<file path="src/rtl/rtc_bcd_pkg.sv">
package rtc_bcd_pkg;

  localparam int TIME_REGS = 7;

  localparam logic [3:0] ADDR_CTRL  = 4'd0;
  localparam logic [3:0] ADDR_CAL   = 4'd1;
  localparam logic [3:0] ADDR_TIME0 = 4'd2;

  // control datapath strobes
  typedef struct packed {
    logic advance;   // step the counters by one second
    logic load;      // counters <= host registers
    logic capture;   // host registers <= counters
  } strobeT;

  // reset value of a time field: day of week, date and month start at 1
  function automatic logic [7:0] fieldReset(input int idx);
    return (idx >= 3 && idx <= 5) ? 8'h01 : 8'h00;
  endfunction

endpackage

</file>
<file path="src/rtl/rtc_bcd_ctrl.sv">
module rtc_bcd_ctrl
  import rtc_bcd_pkg::*;
#(
  parameter int DIV_W     = 15,
  parameter int CAL_WIN_W = 6
) (
  input  logic       clk,
  input  logic       rstN,
  input  logic       tickEn,
  input  logic       regWe,
  input  logic       regRe,
  input  logic [3:0] regAddr,
  input  logic [4:0] ctrlWdata,
  input  logic       yearWrap,
  output strobeT     strobe,
  output logic [3:0] ctrlBits,
  output logic [4:0] calSetting,
  output logic       centuryFlag,
  output logic       secTick,
  output logic       tick32,
  output logic       calWave
);

  localparam int RAW_W  = DIV_W - 9;  // uncorrected 512 Hz tap
  localparam int FAST_W = DIV_W - 5;  // 32 Hz boundary

  logic rBit, wBit, calMode, oscOff;
  logic calSign;
  logic [3:0] calMag;
  logic [3:0] pend;
  logic pendSign;
  logic [DIV_W-1:0] div;
  logic [RAW_W-1:0] rawCnt;
  logic [CAL_WIN_W-1:0] winCnt;
  logic snapPend;

  logic effTick;
  logic [1:0] step;
  logic [DIV_W:0] sum;
  logic ctrlWr, calWr, rRise, wFall;

  always_comb begin
    ctrlWr  = regWe && (regAddr == ADDR_CTRL);
    calWr   = regWe && (regAddr == ADDR_CAL) && calMode;
    rRise   = ctrlWr && ctrlWdata[0] && !rBit;
    wFall   = ctrlWr && !ctrlWdata[1] && wBit;
    effTick = tickEn && !oscOff;
    if (pend == '0)     step = 2'd1;
    else if (pendSign)  step = 2'd0;   // swallow a pulse
    else                step = 2'd2;   // insert a pulse
    sum     = {1'b0, div} + (DIV_W+1)'(step);
    secTick = effTick && sum[DIV_W];
    tick32  = effTick && (sum[DIV_W:FAST_W] != {1'b0, div[DIV_W-1:FAST_W]});
    strobe.load    = wFall;
    strobe.advance = secTick && !wBit;
    strobe.capture = snapPend && !strobe.advance;
  end

  always_ff @(posedge clk or negedge rstN) begin
    if (!rstN) begin
      {oscOff, calMode, wBit, rBit} <= '0;
      {calSign, calMag} <= '0;
      pend        <= '0;
      pendSign    <= 1'b0;
      div         <= '0;
      rawCnt      <= '0;
      winCnt      <= '0;
      snapPend    <= 1'b0;
      centuryFlag <= 1'b0;
    end else begin
      if (ctrlWr) {oscOff, calMode, wBit, rBit} <= ctrlWdata[3:0];
      if (calWr)  {calSign, calMag} <= ctrlWdata;

      if (rRise)               snapPend <= 1'b1;
      else if (strobe.capture) snapPend <= 1'b0;

      if (effTick) rawCnt <= rawCnt + 1'b1;

      if (wFall)        div <= '0;
      else if (effTick) div <= sum[DIV_W-1:0];

      if (effTick && pend != '0) pend <= pend - 1'b1;
      if (secTick) begin
        winCnt <= winCnt + 1'b1;
        if (&winCnt) begin
          pend     <= calMag;
          pendSign <= calSign;
        end
      end

      if (strobe.advance && yearWrap)                 centuryFlag <= 1'b1;
      else if (regRe && regAddr == ADDR_CTRL)         centuryFlag <= 1'b0;
    end
  end

  assign ctrlBits   = {oscOff, calMode, wBit, rBit};
  assign calSetting = {calSign, calMag};
  assign calWave    = calMode && rawCnt[RAW_W-1];

endmodule

</file>
<file path="src/rtl/rtc_bcd_dp.sv">
module rtc_bcd_dp
  import rtc_bcd_pkg::*;
(
  input  logic                          clk,
  input  logic                          rstN,
  input  strobeT                        strobe,
  input  logic                          regWe,
  input  logic [3:0]                    regAddr,
  input  logic [7:0]                    regWdata,
  output logic [TIME_REGS-1:0][7:0]     hostReg,
  output logic [TIME_REGS-1:0][7:0]     liveTime,
  output logic                          yearWrap
);

  // field order: 0 sec, 1 min, 2 hour, 3 day of week, 4 date, 5 month, 6 year
  logic [TIME_REGS-1:0][7:0] cnt, nxt;
  logic secWrap, minWrap, hourWrap, dateWrap, monWrap, leap;
  logic [1:0] leapSum;
  logic [7:0] lastDay;

  function automatic logic [7:0] bcdInc(input logic [7:0] v);
    return (v[3:0] == 4'd9) ? {v[7:4] + 4'd1, 4'd0} : {v[7:4], v[3:0] + 4'd1};
  endfunction

  always_comb begin
    // (10*tens + units) mod 4 == (2*tens + units) mod 4
    leapSum = {cnt[6][4], 1'b0} + cnt[6][1:0];
    leap    = (leapSum == 2'd0);
    case (cnt[5])
      8'h02:                      lastDay = leap ? 8'h29 : 8'h28;
      8'h04, 8'h06, 8'h09, 8'h11: lastDay = 8'h30;
      default:                    lastDay = 8'h31;
    endcase
    secWrap  = (cnt[0] == 8'h59);
    minWrap  = secWrap  && (cnt[1] == 8'h59);
    hourWrap = minWrap  && (cnt[2] == 8'h23);
    dateWrap = hourWrap && (cnt[4] == lastDay);
    monWrap  = dateWrap && (cnt[5] == 8'h12);
    yearWrap = monWrap  && (cnt[6] == 8'h99);

    nxt    = cnt;
    nxt[0] = secWrap ? 8'h00 : bcdInc(cnt[0]);
    if (secWrap) nxt[1] = minWrap ? 8'h00 : bcdInc(cnt[1]);
    if (minWrap) nxt[2] = hourWrap ? 8'h00 : bcdInc(cnt[2]);
    if (hourWrap) begin
      nxt[3] = (cnt[3] == 8'h07) ? 8'h01 : cnt[3] + 8'd1;
      nxt[4] = dateWrap ? 8'h01 : bcdInc(cnt[4]);
    end
    if (dateWrap) nxt[5] = monWrap ? 8'h01 : bcdInc(cnt[5]);
    if (monWrap)  nxt[6] = yearWrap ? 8'h00 : bcdInc(cnt[6]);
  end

  always_ff @(posedge clk or negedge rstN) begin
    if (!rstN) begin
      for (int i = 0; i < TIME_REGS; i++) cnt[i] <= fieldReset(i);
    end else if (strobe.load) begin
      cnt <= hostReg;
    end else if (strobe.advance) begin
      cnt <= nxt;
    end
  end

  for (genvar gi = 0; gi < TIME_REGS; gi++) begin : g_field
    logic [7:0] fld;
    always_ff @(posedge clk or negedge rstN) begin
      if (!rstN)               fld <= fieldReset(gi);
      else if (strobe.capture) fld <= cnt[gi];
      else if (regWe && regAddr == 4'(ADDR_TIME0 + gi)) fld <= regWdata;
    end
    assign hostReg[gi] = fld;
  end

  assign liveTime = cnt;

endmodule

</file>
<file path="src/rtl/rtc_bcd_clock.sv">
module rtc_bcd_clock
  import rtc_bcd_pkg::*;
#(
  parameter int DIV_W     = 15,
  parameter int CAL_WIN_W = 6
) (
  input  logic       clk,
  input  logic       rstN,
  input  logic       tickEn,
  input  logic       regWe,
  input  logic       regRe,
  input  logic [3:0] regAddr,
  input  logic [7:0] regWdata,
  output logic [7:0] regRdata,
  output logic       secTick,
  output logic       tick32,
  output logic       calWave,
  output logic       irqPermit
);

  strobeT strobe;
  logic [3:0] ctrlBits;
  logic [4:0] calSetting;
  logic centuryFlag, yearWrap;
  logic [TIME_REGS-1:0][7:0] hostReg, liveTime;

  rtc_bcd_ctrl #(.DIV_W(DIV_W), .CAL_WIN_W(CAL_WIN_W)) i_ctrl (
    .clk(clk), .rstN(rstN), .tickEn(tickEn), .regWe(regWe), .regRe(regRe),
    .regAddr(regAddr), .ctrlWdata(regWdata[4:0]), .yearWrap(yearWrap),
    .strobe(strobe), .ctrlBits(ctrlBits), .calSetting(calSetting),
    .centuryFlag(centuryFlag), .secTick(secTick), .tick32(tick32), .calWave(calWave)
  );

  rtc_bcd_dp i_dp (
    .clk(clk), .rstN(rstN), .strobe(strobe), .regWe(regWe), .regAddr(regAddr),
    .regWdata(regWdata), .hostReg(hostReg), .liveTime(liveTime), .yearWrap(yearWrap)
  );

  always_comb begin
    regRdata = 8'h00;
    if (regAddr == ADDR_CTRL)     regRdata = {centuryFlag, 3'b000, ctrlBits};
    else if (regAddr == ADDR_CAL) regRdata = {3'b000, calSetting};
    else begin
      for (int i = 0; i < TIME_REGS; i++)
        if (regAddr == 4'(ADDR_TIME0 + i)) regRdata = hostReg[i];
    end
  end

  assign irqPermit = !ctrlBits[2];

endmodule

</file>
<file path="config.mk">
export PLATFORM = sky130hd
export DESIGN_NAME = rtc_bcd_clock
export DESIGN_NICKNAME = d
export VERILOG_FILES = /design/src/rtl/rtc_bcd_pkg.sv /design/src/rtl/rtc_bcd_ctrl.sv /design/src/rtl/rtc_bcd_dp.sv /design/src/rtl/rtc_bcd_clock.sv
export SDC_FILE = /design/constraint.sdc
export NUM_CORES = 1
export LEC_CHECK = 0
export ABC_CLOCK_PERIOD_IN_PS = 4080
export BUFFER_PORTS_ARGS = -buffer_cell sky130_fd_sc_hd__buf_2
export CAP_MARGIN = 30
export CORE_MARGIN = 2
export CORE_UTILIZATION = 45
export CTS_CLUSTER_DIAMETER = 40
export DETAILED_ROUTE_END_ITERATION = 7
export PLACE_DENSITY = 0.68
export REMOVE_ABC_BUFFERS = 1
export SLEW_MARGIN = 20
export SYNTH_ARGS = -nofsm -noshare
export SYNTH_HDL_FRONTEND = slang
export SYNTH_SLANG_ARGS = --single-unit
export TNS_END_PERCENT = 30
</file>
<file path="constraint.sdc">
create_clock -name clk -period 4.08 [get_ports clk]
set_input_delay 0.816 -clock clk [delete_from_list [all_inputs] [get_ports clk]]
set_output_delay 0.816 -clock clk [all_outputs]
set_load 0.01 [all_outputs]
</file>
==> results.ini, run 1 <==
[outcome]
outcome=completed

[floorplanning]
die-area_um2=21600
die_y_um=147
start_util_pct=45.7
fp.dieW_um=147
rows=52
coreArea_um2=20100
pin_count=29

[worst_setup_path]
reg2reg_slack_ns=0.59
r2r-end=i_dp.liveTime[51]$_DFFE_PN0P_
worst_setup_path_end_kind=output port
r2r_cells=12
worstSetupStartpointType=flip-flop
critPathRequiredTime_ns=3.26
crit_type=reg -> out
crit_arrival_ns=2.95
worstSetupEndpoint=tick32
reg2reg_from=i_ctrl.pend[0]$_DFF_PN0_
cp_max_fo=5
cp-startpoint=i_ctrl.pend[0]$_DFF_PN0_

[routing]
viasPerCell=6.06
vias=7902
wl_per_cell_um=19.7
ant_nets=0
first_iter_violations=761
drc=0
drt_pass1_iterations=6
postRouteWirelength_mm=25.7

[final_layout]
finalInstanceArea_um2=10200
final_core_util_pct=50.6
area_growth_pct=10.8
fin_nets=1067
final_layout_size_suffix_gt1_share_pct=10.9

[clock_network]
clk_latency_ns=0.43
max-clock-path-buffers=2
cts_setup_buffers=0
clock_sinks=155
cts.htree.levels=4
numCtsBuffers=17
cts_resized=0
root_buffer=clkbuf_16
cts_hold_buf=0
cts_tree=done
path_clk_slew_ns=0.06

[yosys]
ys.flop_type=dfrtp_1
ys_seq_elements=155
ys_seq_area_share_pct=42.3
yosysUniqueCellTypes=73
syn_avg_cell_area_um2=9.06
syn_inst=1013
synth-edff-count=0
synth_warnings=0
synthArstFlopShare_pct=100
yosys-top-cells-area=dfrtp_1 41%, mux2i_1 7.0%, nor2_1 5.3%
yosys.area.top_type_share_pct=40.6
syn_area_um2=9180
synth_area_leader_cell=dfrtp_1

[power]
p_switching_mw=1.48
internal-power_mw=3.22
p_seq_share_pct=48.0
pwr-share-comb_pct=18.5
netSwitchingFraction_pct=31.5
vdd_drop_max_v=0.000265
power_density_nw_per_um2=462
leakagePower_nw=4.53
clkPwrFrac_pct=33.5

[timing]
hold_viol=0
fin_crit_sh_pct=92.3
report.final.slew_viol_count=0
max_freq_mhz=266
fin_crit_ns=3.76
setup_viol=0
rsz0062_at_grt=false
final.setup.worst_slack_ns=0.316
fin_skew_ns=0.00758
timing.slew.headroom_pct=45.8
worst_slew_pin_slew_ns=0.806

[placed_design]
place_area_um2=9600
gp_congestion=0.923
pre_cts_ws_ns=0.573
io_buffers=28
hpwl_mm=17.7

[global_route]
grt_antenna_before_repair=1
grt_overflow=0
grt_first_pass_wirelength_mm=41.4
grt_pass1_vias=7485
grt.total_usage_pct=24.4
grt_max_degree=106

[job]
maxCapViolCount=0

[min_path]
min_path_type=in -> async

## kinds of logic after synthesis
family                     Yosys count  synth area share [%]
and+or+nand+nor                    381                  20.8
AOI/OAI and AO/OA                  249                  17.5
DFF                                155                  42.3
buffers and inverters               95                  4.24
muxes                               78                  8.70
adders and majority gates           29                  4.03
xor gates and xnor gates            26                  2.48
## layout make-up
| type | instances | area [um2] |
|---|---|---|
| Multi-Input combinational cell | 763 | 4910 |
| Fill cell | 1882 | 9930 |
| Clock buffer | 23 | 478 |
| Sequential cell | 155 | 3890 |
| Tap cell | 270 | 338 |
| Timing Repair Buffer | 49 | 329 |
| Antenna cell | 1 | 2.50 |
| Clock inverter | 8 | 92.6 |
| Inverter | 35 | 131 |
## cells in the final DEF, fill, tap and decap left out, types with 5 or more instances in the layout
cell | netlist | layout
o31ai_1 | 6 | 6
o22ai_1 | 6 | 6
dfrtp_1 | 149 | 149
or4_1 | 9 | 9
o21ai_0 | 54 | 54
clkinv_2 | 0 | 5
a221o_1 | 6 | 6
o21a_1 | 7 | 7
a31oi_1 | 13 | 13
nand2b_1 | 6 | 6
mux2i_1 | 64 | 64
a21oi_1 | 87 | 87
nor2_1 | 130 | 130
clkbuf_16 | 0 | 17
or3_1 | 7 | 7
nor2b_1 | 10 | 10
xnor2_1 | 11 | 11
nor3_1 | 13 | 13
nor3b_1 | 7 | 7
and4_1 | 6 | 6
a211oi_1 | 6 | 6
inv_1 | 34 | 34
buf_4 | 0 | 19
nand4_1 | 24 | 24
and3_1 | 11 | 10
ha_1 | 28 | 28
mux2_2 | 14 | 14
xor2_1 | 15 | 15
o211ai_1 | 11 | 11
buf_2 | 8 | 27
nand2_1 | 82 | 81
nor4_1 | 6 | 6
nand3b_1 | 7 | 7
and2_1 | 11 | 11
a22o_1 | 7 | 7
nand3_1 | 33 | 33
a221oi_1 | 8 | 8
dfstp_2 | 6 | 6
## worst min-delay path by stage
stage / startpoint / endpoint / cells past startpoint / slack [ns]
after CTS: i_ctrl.winCnt[5]$_DFFE_PN0N_ / i_ctrl.winCnt[5]$_DFFE_PN0N_ / 1 / 0.47
final: rstN / i_ctrl.div[8]$_DFFE_PN0P_ / 1 / 0.45
after global placement: i_ctrl.rawCnt[5]$_DFFE_PN0P_ / i_ctrl.rawCnt[5]$_DFFE_PN0P_ / 1 / 0.45
after detailed placement: i_ctrl.rawCnt[5]$_DFFE_PN0P_ / i_ctrl.rawCnt[5]$_DFFE_PN0P_ / 1 / 0.45
after floorplan: i_ctrl.rawCnt[5]$_DFFE_PN0P_ / i_ctrl.rawCnt[5]$_DFFE_PN0P_ / 1 / 0.43
after global routing: i_ctrl.winCnt[5]$_DFFE_PN0N_ / i_ctrl.winCnt[5]$_DFFE_PN0N_ / 1 / 0.49
## flip-flops by register name (all words and copies together) (netlist names)
name,cells
i_ctrl.rBit,1
i_ctrl.winCnt,6
i_ctrl.oscOff,1
i_dp.g_field.fld,56
i_ctrl.pendSign,1
i_dp.liveTime,56
i_ctrl.pend,4
i_ctrl.wBit,1
i_ctrl.centuryFlag,1
i_ctrl.rawCnt,6
i_ctrl.calSign,1
i_ctrl.snapPend,1
i_ctrl.calMode,1
i_ctrl.calMag,4
i_ctrl.div,15
## synthesized netlist by cell type, types with 8 or more instances
library cell,number
and3_1,11
nor3_1,13
nand4_1,24
mux2_2,14
nand2_1,82
buf_2,8
ha_1,28
clkbuf_1,39
nor2b_1,10
and2_1,11
o21ai_0,54
a221oi_1,8
xnor2_1,11
nor2_1,130
mux2i_1,64
xor2_1,15
nand3_1,33
or4_1,9
a21oi_1,87
dfrtp_1,149
o211ai_1,11
buf_1,10
a31oi_1,13
inv_1,34
## power by group through the flow
| stage | combinational [mW] | sequential [mW] | clock, mW |
|---|---|---|---|
| 2_1_floorplan | 0.646 | 2.13 | 0 |
| 3_3_place_gp | 0.830 | 2.27 | 0 |
| 3_5_place_dp | 0.863 | 2.27 | 0 |
| 4_1_cts | 0.869 | 2.25 | 1.59 |
| 5_1_grt | 0.986 | 2.30 | 1.66 |
| 6_report | 0.868 | 2.26 | 1.58 |
## per-layer routing
| layer | vias up | part of all wire, % | track usage, % |
|---|---|---|---|
| met5 | - | 0 | 0 |
| met2 | 277 | 46 | 37.7 |
| met1 | 3881 | 44 | 34.0 |
| met4 | 0 | 2.8 | 8.54 |
| li1 | 3696 | - | - |
| met3 | 48 | 7.0 | 5.56 |
## critical path, cell delays in order, from the launching register on
cell	delay, ns
dfrtp_1	0.40
inv_1	0.07
ha_1	0.19
nor3b_1	0.34
ha_1	0.24
inv_1	0.06
fa_1	0.39
nor4_1	0.34
buf_4	0.20
a21oi_1	0.04
nor2_1	0.11
buf_2	0.14
## per-stage QoR
stage / TNS [ns] / power, mW / hold WS, ns / std cells
global route: 0 / 4.94 / 0.486 / 1303
finish: 0 / 4.70 / 0.447 / 1304
floorplan: -7.60 / 2.77 / 0.434 / 953
CTS: 0 / 4.71 / 0.468 / 1303
global placement: 0 / 3.10 / 0.449 / 1272
detailed placement: 0 / 3.13 / 0.451 / 1272
Note: power is estimated with default switching activity, not from simulation.
==> run 2: changes to the inputs <==
--- a/config.mk
+++ b/config.mk
@@ -8,11 +8,12 @@
 export ABC_CLOCK_PERIOD_IN_PS = 4080
 export BUFFER_PORTS_ARGS = -buffer_cell sky130_fd_sc_hd__buf_2
 export CAP_MARGIN = 30
+export CORE_ASPECT_RATIO = 0.6
 export CORE_MARGIN = 2
-export CORE_UTILIZATION = 45
+export CORE_UTILIZATION = 48
 export CTS_CLUSTER_DIAMETER = 40
 export DETAILED_ROUTE_END_ITERATION = 7
-export PLACE_DENSITY = 0.68
+export PLACE_DENSITY = 0.64
 export REMOVE_ABC_BUFFERS = 1
 export SLEW_MARGIN = 20
 export SYNTH_ARGS = -nofsm -noshare
==> run 2 against run 1 <==
Net effect: die area shrank 5.9%; global-route usage grew 3.2 points; final cell count shrank 2.0%; largest power group unchanged.
==> results.ini, run 2 (synthesis gave the netlist of run 1 again) <==
[global_route]
grt_antenna_before_repair=0
grt.total_usage_pct=27.6
grt_max_degree=113
grt_first_pass_wirelength_mm=42.8
grt_pass1_vias=7220
grt_overflow=0

[timing]
fin_crit_sh_pct=93.7
rsz0062_at_grt=false
worst_slew_pin_slew_ns=0.955
fin_skew_ns=0.0102
setup_viol=0
hold_viol=0
report.final.slew_viol_count=0
max_freq_mhz=262
hold_ws_ns=0.380
timing.slew.headroom_pct=36.1
fin_crit_ns=3.82

[final_layout]
area_growth_pct=10.5
finalInstanceArea_um2=10100
most-common-layout-cells=149 x dfrtp_1, 130 x nor2_1, 87 x a21oi_1, 81 x nand2_1, 64 x mux2i_1
final_layout_size_suffix_gt1_share_pct=11.2
nFillCells=1773
seq_area_um2=3890
final_core_util_pct=53.7
multi_input_area_um2=4920
fin_nets=1065
final_common_cell=dfrtp_1
n_antenna_cell=0

[clock_network]
path_clk_slew_ns=0.07
cts.htree.levels=4
cts_setup_buffers=0
root_buffer=clkbuf_16
cts_hold_buf=0
clock_sinks=155
clk_latency_ns=0.45
cts_tree=done
cts_resized=0
max-clock-path-buffers=2
numCtsBuffers=17

[worst_setup_path]
worstPathCellList=inv_1 -> ha_1 -> nor3b_2 -> ha_1 -> inv_1 -> fa_1 -> nor4_1 -> buf_4 -> a21oi_1 -> nor2_1 -> buf_2
crit_buf_inv=4
cp_max_fo=5
cpPeakStageDelay_ns=0.41
worstSetupStartpointType=flip-flop
crit_family=simple AND/OR/NAND/NOR gates
worst_setup_path_end_kind=output port
critPathSlowestCell=dfrtp_1
critPathRequiredTime_ns=3.26
crit_arrival_ns=3.01
crit_type=reg -> out

[min_path]
min_path_type=in -> async

[routing]
vias=7871
drc=0
wl_per_cell_um=21.0
first_iter_violations=778
viasPerCell=6.16
drt_pass1_iterations=5
postRouteWirelength_mm=26.8
ant_nets=0

[placed_design]
place_area_um2=9570
hpwl_mm=18.9
io_buffers=28
gp_congestion=0.866

[floorplanning]
start_util_pct=48.6
rows=39
pin_count=29
die_y_um=111
coreArea_um2=18900
fp.dieW_um=183
die-area_um2=20300

[power]
vdd_drop_max_v=0.000320
total_power_mw=4.71
pwr-share-comb_pct=18.6
internal-power_mw=3.13
p_switching_mw=1.59
power_density_nw_per_um2=465
leakagePower_nw=4.52
p_seq_share_pct=48.3
clkPwrFrac_pct=33.1
netSwitchingFraction_pct=33.7

[job]
maxCapViolCount=0

[outcome]
outcome=completed

## run 2: cell types whose count changed in the layout (fill, tap and decap cells not counted), moves of 2 or more
cell and delta:
bufinv_16 -2, buf_4 -3, clkinv_2 -4, clkinv_4 +3, inv_8 +2, clkbuf_1 -3
inv_6 +4
## run 2: through the flow
stage / worst slack, ns / instances / setup TNS (ns)
after floorplan: -0.136 / 953 / -7.60
after global placement: 0.637 / 1246 / 0
after detailed placement: 0.594 / 1246 / 0
after CTS: 0.117 / 1278 / 0
after global routing: 0.0647 / 1278 / 0
final: 0.258 / 1278 / 0
## run 2: layout make-up
cell class	instances	area share, %
repair buffers	47	3.22
multi-input cells	763	48.5
clock buffers	20	4.60
inverters	35	1.30
well taps	246	3.04
flip-flops and latches	155	38.3
clock inverters	12	1.02
## run 2: per-layer routing
metal	vias up	wire, um	GRT usage (%)
li1	3681	-	-
met1	3847	13300	43.7
met2	316	10700	36.0
met3	27	2520	8.31
met4	0	292	6.67
met5	-	0	0
## run 2: power by group through the flow
stage                     clock (mW)  sequential (mW)  combinational (mW)
after global placement             0             2.28               0.843
after CTS                       1.58             2.26               0.873
after global routing            1.65             2.32               0.997
final                           1.56             2.28               0.876
after floorplan                    0             2.13               0.646
after detailed placement           0             2.28               0.871
## run 2: final timing paths
| check | startpoint | end | slack (ns) | cells past startpoint |
|---|---|---|---|---|
| min reg2reg | i_ctrl.rawCnt[5]$_DFFE_PN0P_ | i_ctrl.rawCnt[5]$_DFFE_PN0P_ | 0.46 | 1 |
| min in group clk | i_ctrl.rawCnt[5]$_DFFE_PN0P_ | i_ctrl.rawCnt[5]$_DFFE_PN0P_ | 0.46 | 1 |
| max | i_ctrl.pend[0]$_DFF_PN0_ | tick32 | 0.26 | 11 |
| max reg2reg | i_ctrl.pend[0]$_DFF_PN0_ | i_dp.liveTime[37]$_DFFE_PN0P_ | 0.63 | 14 |
| max in group asynchronous | rstN | i_dp.liveTime[23]$_DFFE_PN0P_ | 2.78 | 2 |
| min | rstN | i_dp.g_field[6].fld[3]$_DFFE_PN0P_ | 0.38 | 1 |
==> run 3: changes to the inputs <==
--- a/config.mk
+++ b/config.mk
@@ -5,15 +5,14 @@
 export SDC_FILE = /design/constraint.sdc
 export NUM_CORES = 1
 export LEC_CHECK = 0
-export ABC_CLOCK_PERIOD_IN_PS = 4080
-export BUFFER_PORTS_ARGS = -buffer_cell sky130_fd_sc_hd__buf_2
 export CAP_MARGIN = 30
 export CORE_ASPECT_RATIO = 0.6
 export CORE_MARGIN = 2
 export CORE_UTILIZATION = 48
 export CTS_CLUSTER_DIAMETER = 40
 export DETAILED_ROUTE_END_ITERATION = 7
-export PLACE_DENSITY = 0.64
+export DONT_BUFFER_PORTS = 1
+export PLACE_DENSITY = 0.63
 export REMOVE_ABC_BUFFERS = 1
 export SLEW_MARGIN = 20
 export SYNTH_ARGS = -nofsm -noshare
==> run 3 against run 2 <==
Net effect: die area unchanged; clock power up 16%; count of clock-buffer cells in the layout down 2; non-clock buffer count down 32; worst hold slack worse by 0.31 ns; sequential share of layout area up 0.41 points; register-to-register slack worse by 0.18 ns; critical path type unchanged.
==> results.ini, run 3 (synthesis gave the netlist of run 1 again) <==
[worst_setup_path]
crit_type=reg -> out
worstSetupStartpointType=flip-flop
critPathRequiredTime_ns=3.26
crit_family=simple AND/OR/NAND/NOR gates
cpPeakStageDelay_ns=0.40
crit_buf_inv=3
critPathSlowestCell=dfrtp_1
worst_setup_path_end_kind=output port
cp_max_fo=5
worstPathCellList=inv_1 -> ha_1 -> nor3b_1 -> ha_1 -> inv_1 -> fa_1 -> nor4_1 -> buf_4 -> a21oi_1 -> nor2_1
crit_arrival_ns=2.87

[job]
maxCapViolCount=0

[power]
total_power_mw=4.86
vdd_drop_max_v=0.000330
leakagePower_nw=4.41
power_density_nw_per_um2=484

[final_layout]
final_core_util_pct=53.1
most-common-layout-cells=149 x dfrtp_1, 130 x nor2_1, 87 x a21oi_1, 81 x nand2_1, 64 x mux2i_1
area_growth_pct=9.30
final_cells=1246
final_common_cell=dfrtp_1
final_layout_size_suffix_gt1_share_pct=8.30
fin_nets=1033
n_antenna_cell=0

[routing]
first_iter_violations=1016
vias=7800
ant_nets=0
viasPerCell=6.26
drc=0
postRouteWirelength_mm=26.6
drt_pass1_iterations=6
wl_per_cell_um=21.4

[global_route]
grt_antenna_before_repair=1
grt_pass1_vias=7160
grt_overflow=0
grt.total_usage_pct=27.4
grt_first_pass_wirelength_mm=42.7
grt_max_degree=156

[timing]
worst_slew_pin_slew_ns=0.962
fin_crit_ns=3.68
timing.slew.headroom_pct=35.7
hold_viol=0
fin_crit_sh_pct=90.3
fin_skew_ns=0.0106
report.final.slew_viol_count=0
hold_ws_ns=0.0679
setup_viol=0
rsz0062_at_grt=false
max_freq_mhz=271

[floorplanning]
die_y_um=111
die-area_um2=20300
fp.dieW_um=183
pin_count=29
start_util_pct=48.6
coreArea_um2=18900
rows=39

[placed_design]
io_buffers=0
hpwl_mm=18.3
gp_congestion=0.864
dp.cells=1214

[clock_network]
numCtsBuffers=17
clk_latency_ns=0.44
root_buffer=clkbuf_16
cts_setup_buffers=0
max-clock-path-buffers=2
clock_sinks=155
path_clk_slew_ns=0.07
cts_resized=0
cts.htree.levels=4
cts_hold_buf=0
cts_tree=done

[outcome]
outcome=completed

[min_path]
min_path_type=in -> async

## run 3: cell count changes in the layout (fill, tap and decap cells not counted), sizes merged
cell,delta
buf,-32
bufinv,+5
inv,-4
clkbuf,-2
clkinvlp,+1
## run 3: worst paths after layout
check / startpoint / slack [ns] / cells past startpoint / to
worst max-delay path: i_ctrl.pend[0]$_DFF_PN0_ / 0.40 / 10 / tick32
worst min-delay path: rstN / 0.07 / 0 / i_dp.g_field[1].fld[3]$_DFFE_PN0P_
worst max register to register: i_ctrl.pend[0]$_DFF_PN0_ / 0.45 / 13 / i_dp.liveTime[46]$_DFFE_PN0P_
worst min register to register: i_ctrl.rawCnt[5]$_DFFE_PN0P_ / 0.46 / 1 / i_ctrl.rawCnt[5]$_DFFE_PN0P_
max in group asynchronous: rstN / 3.69 / 0 / i_dp.liveTime[40]$_DFFE_PN1P_
min in group clk: i_ctrl.rawCnt[5]$_DFFE_PN0P_ / 0.46 / 1 / i_ctrl.rawCnt[5]$_DFFE_PN0P_
## run 3: metal layers
metal  global-route usage [%]  part of all wire, %  vias to the layer above
li1                         -                    -                     3619
met1                     43.5                   49                     3819
met2                     36.0                   40                      336
met3                     7.42                   10                       26
met4                     6.51                  1.3                        0
met5                        0                    0                        -
## run 3: layout make-up
type	count	area [um2]
clock buffers	18	439
clock inverters	14	218
fillers	1736	8850
repair buffers	15	138
well taps	246	308
multi-input cells	763	4910
flip-flops and latches	155	3890
inverters	35	131
## run 3: worst register-to-register path, cell delays in order (launching register included)
cell,delay [ns]
dfrtp_1,0.40
inv_1,0.06
ha_1,0.17
nor3b_1,0.36
or2_2,0.21
inv_1,0.05
ha_1,0.26
a21oi_1,0.10
nor3_1,0.31
and3_1,0.29
o2111ai_2,0.47
buf_4,0.36
o311ai_0,0.28
nor3b_1,0.22
## run 3: power by group
part           switching [mW]  internal (mW)
Sequential              0.399           1.87
Combinational           0.392          0.391
Clock                   0.702           1.11
Total                    1.49           3.37
## run 3: through the flow
stage	TNS, ns	worst slack, ns	cell area, um2
floorplan	-7.60	-0.136	8920
detailed placement	0	0.532	9380
global route	0	0.0623	10000
finish	0	0.395	10000
global placement	0	0.700	9370
CTS	0	0.360	10000
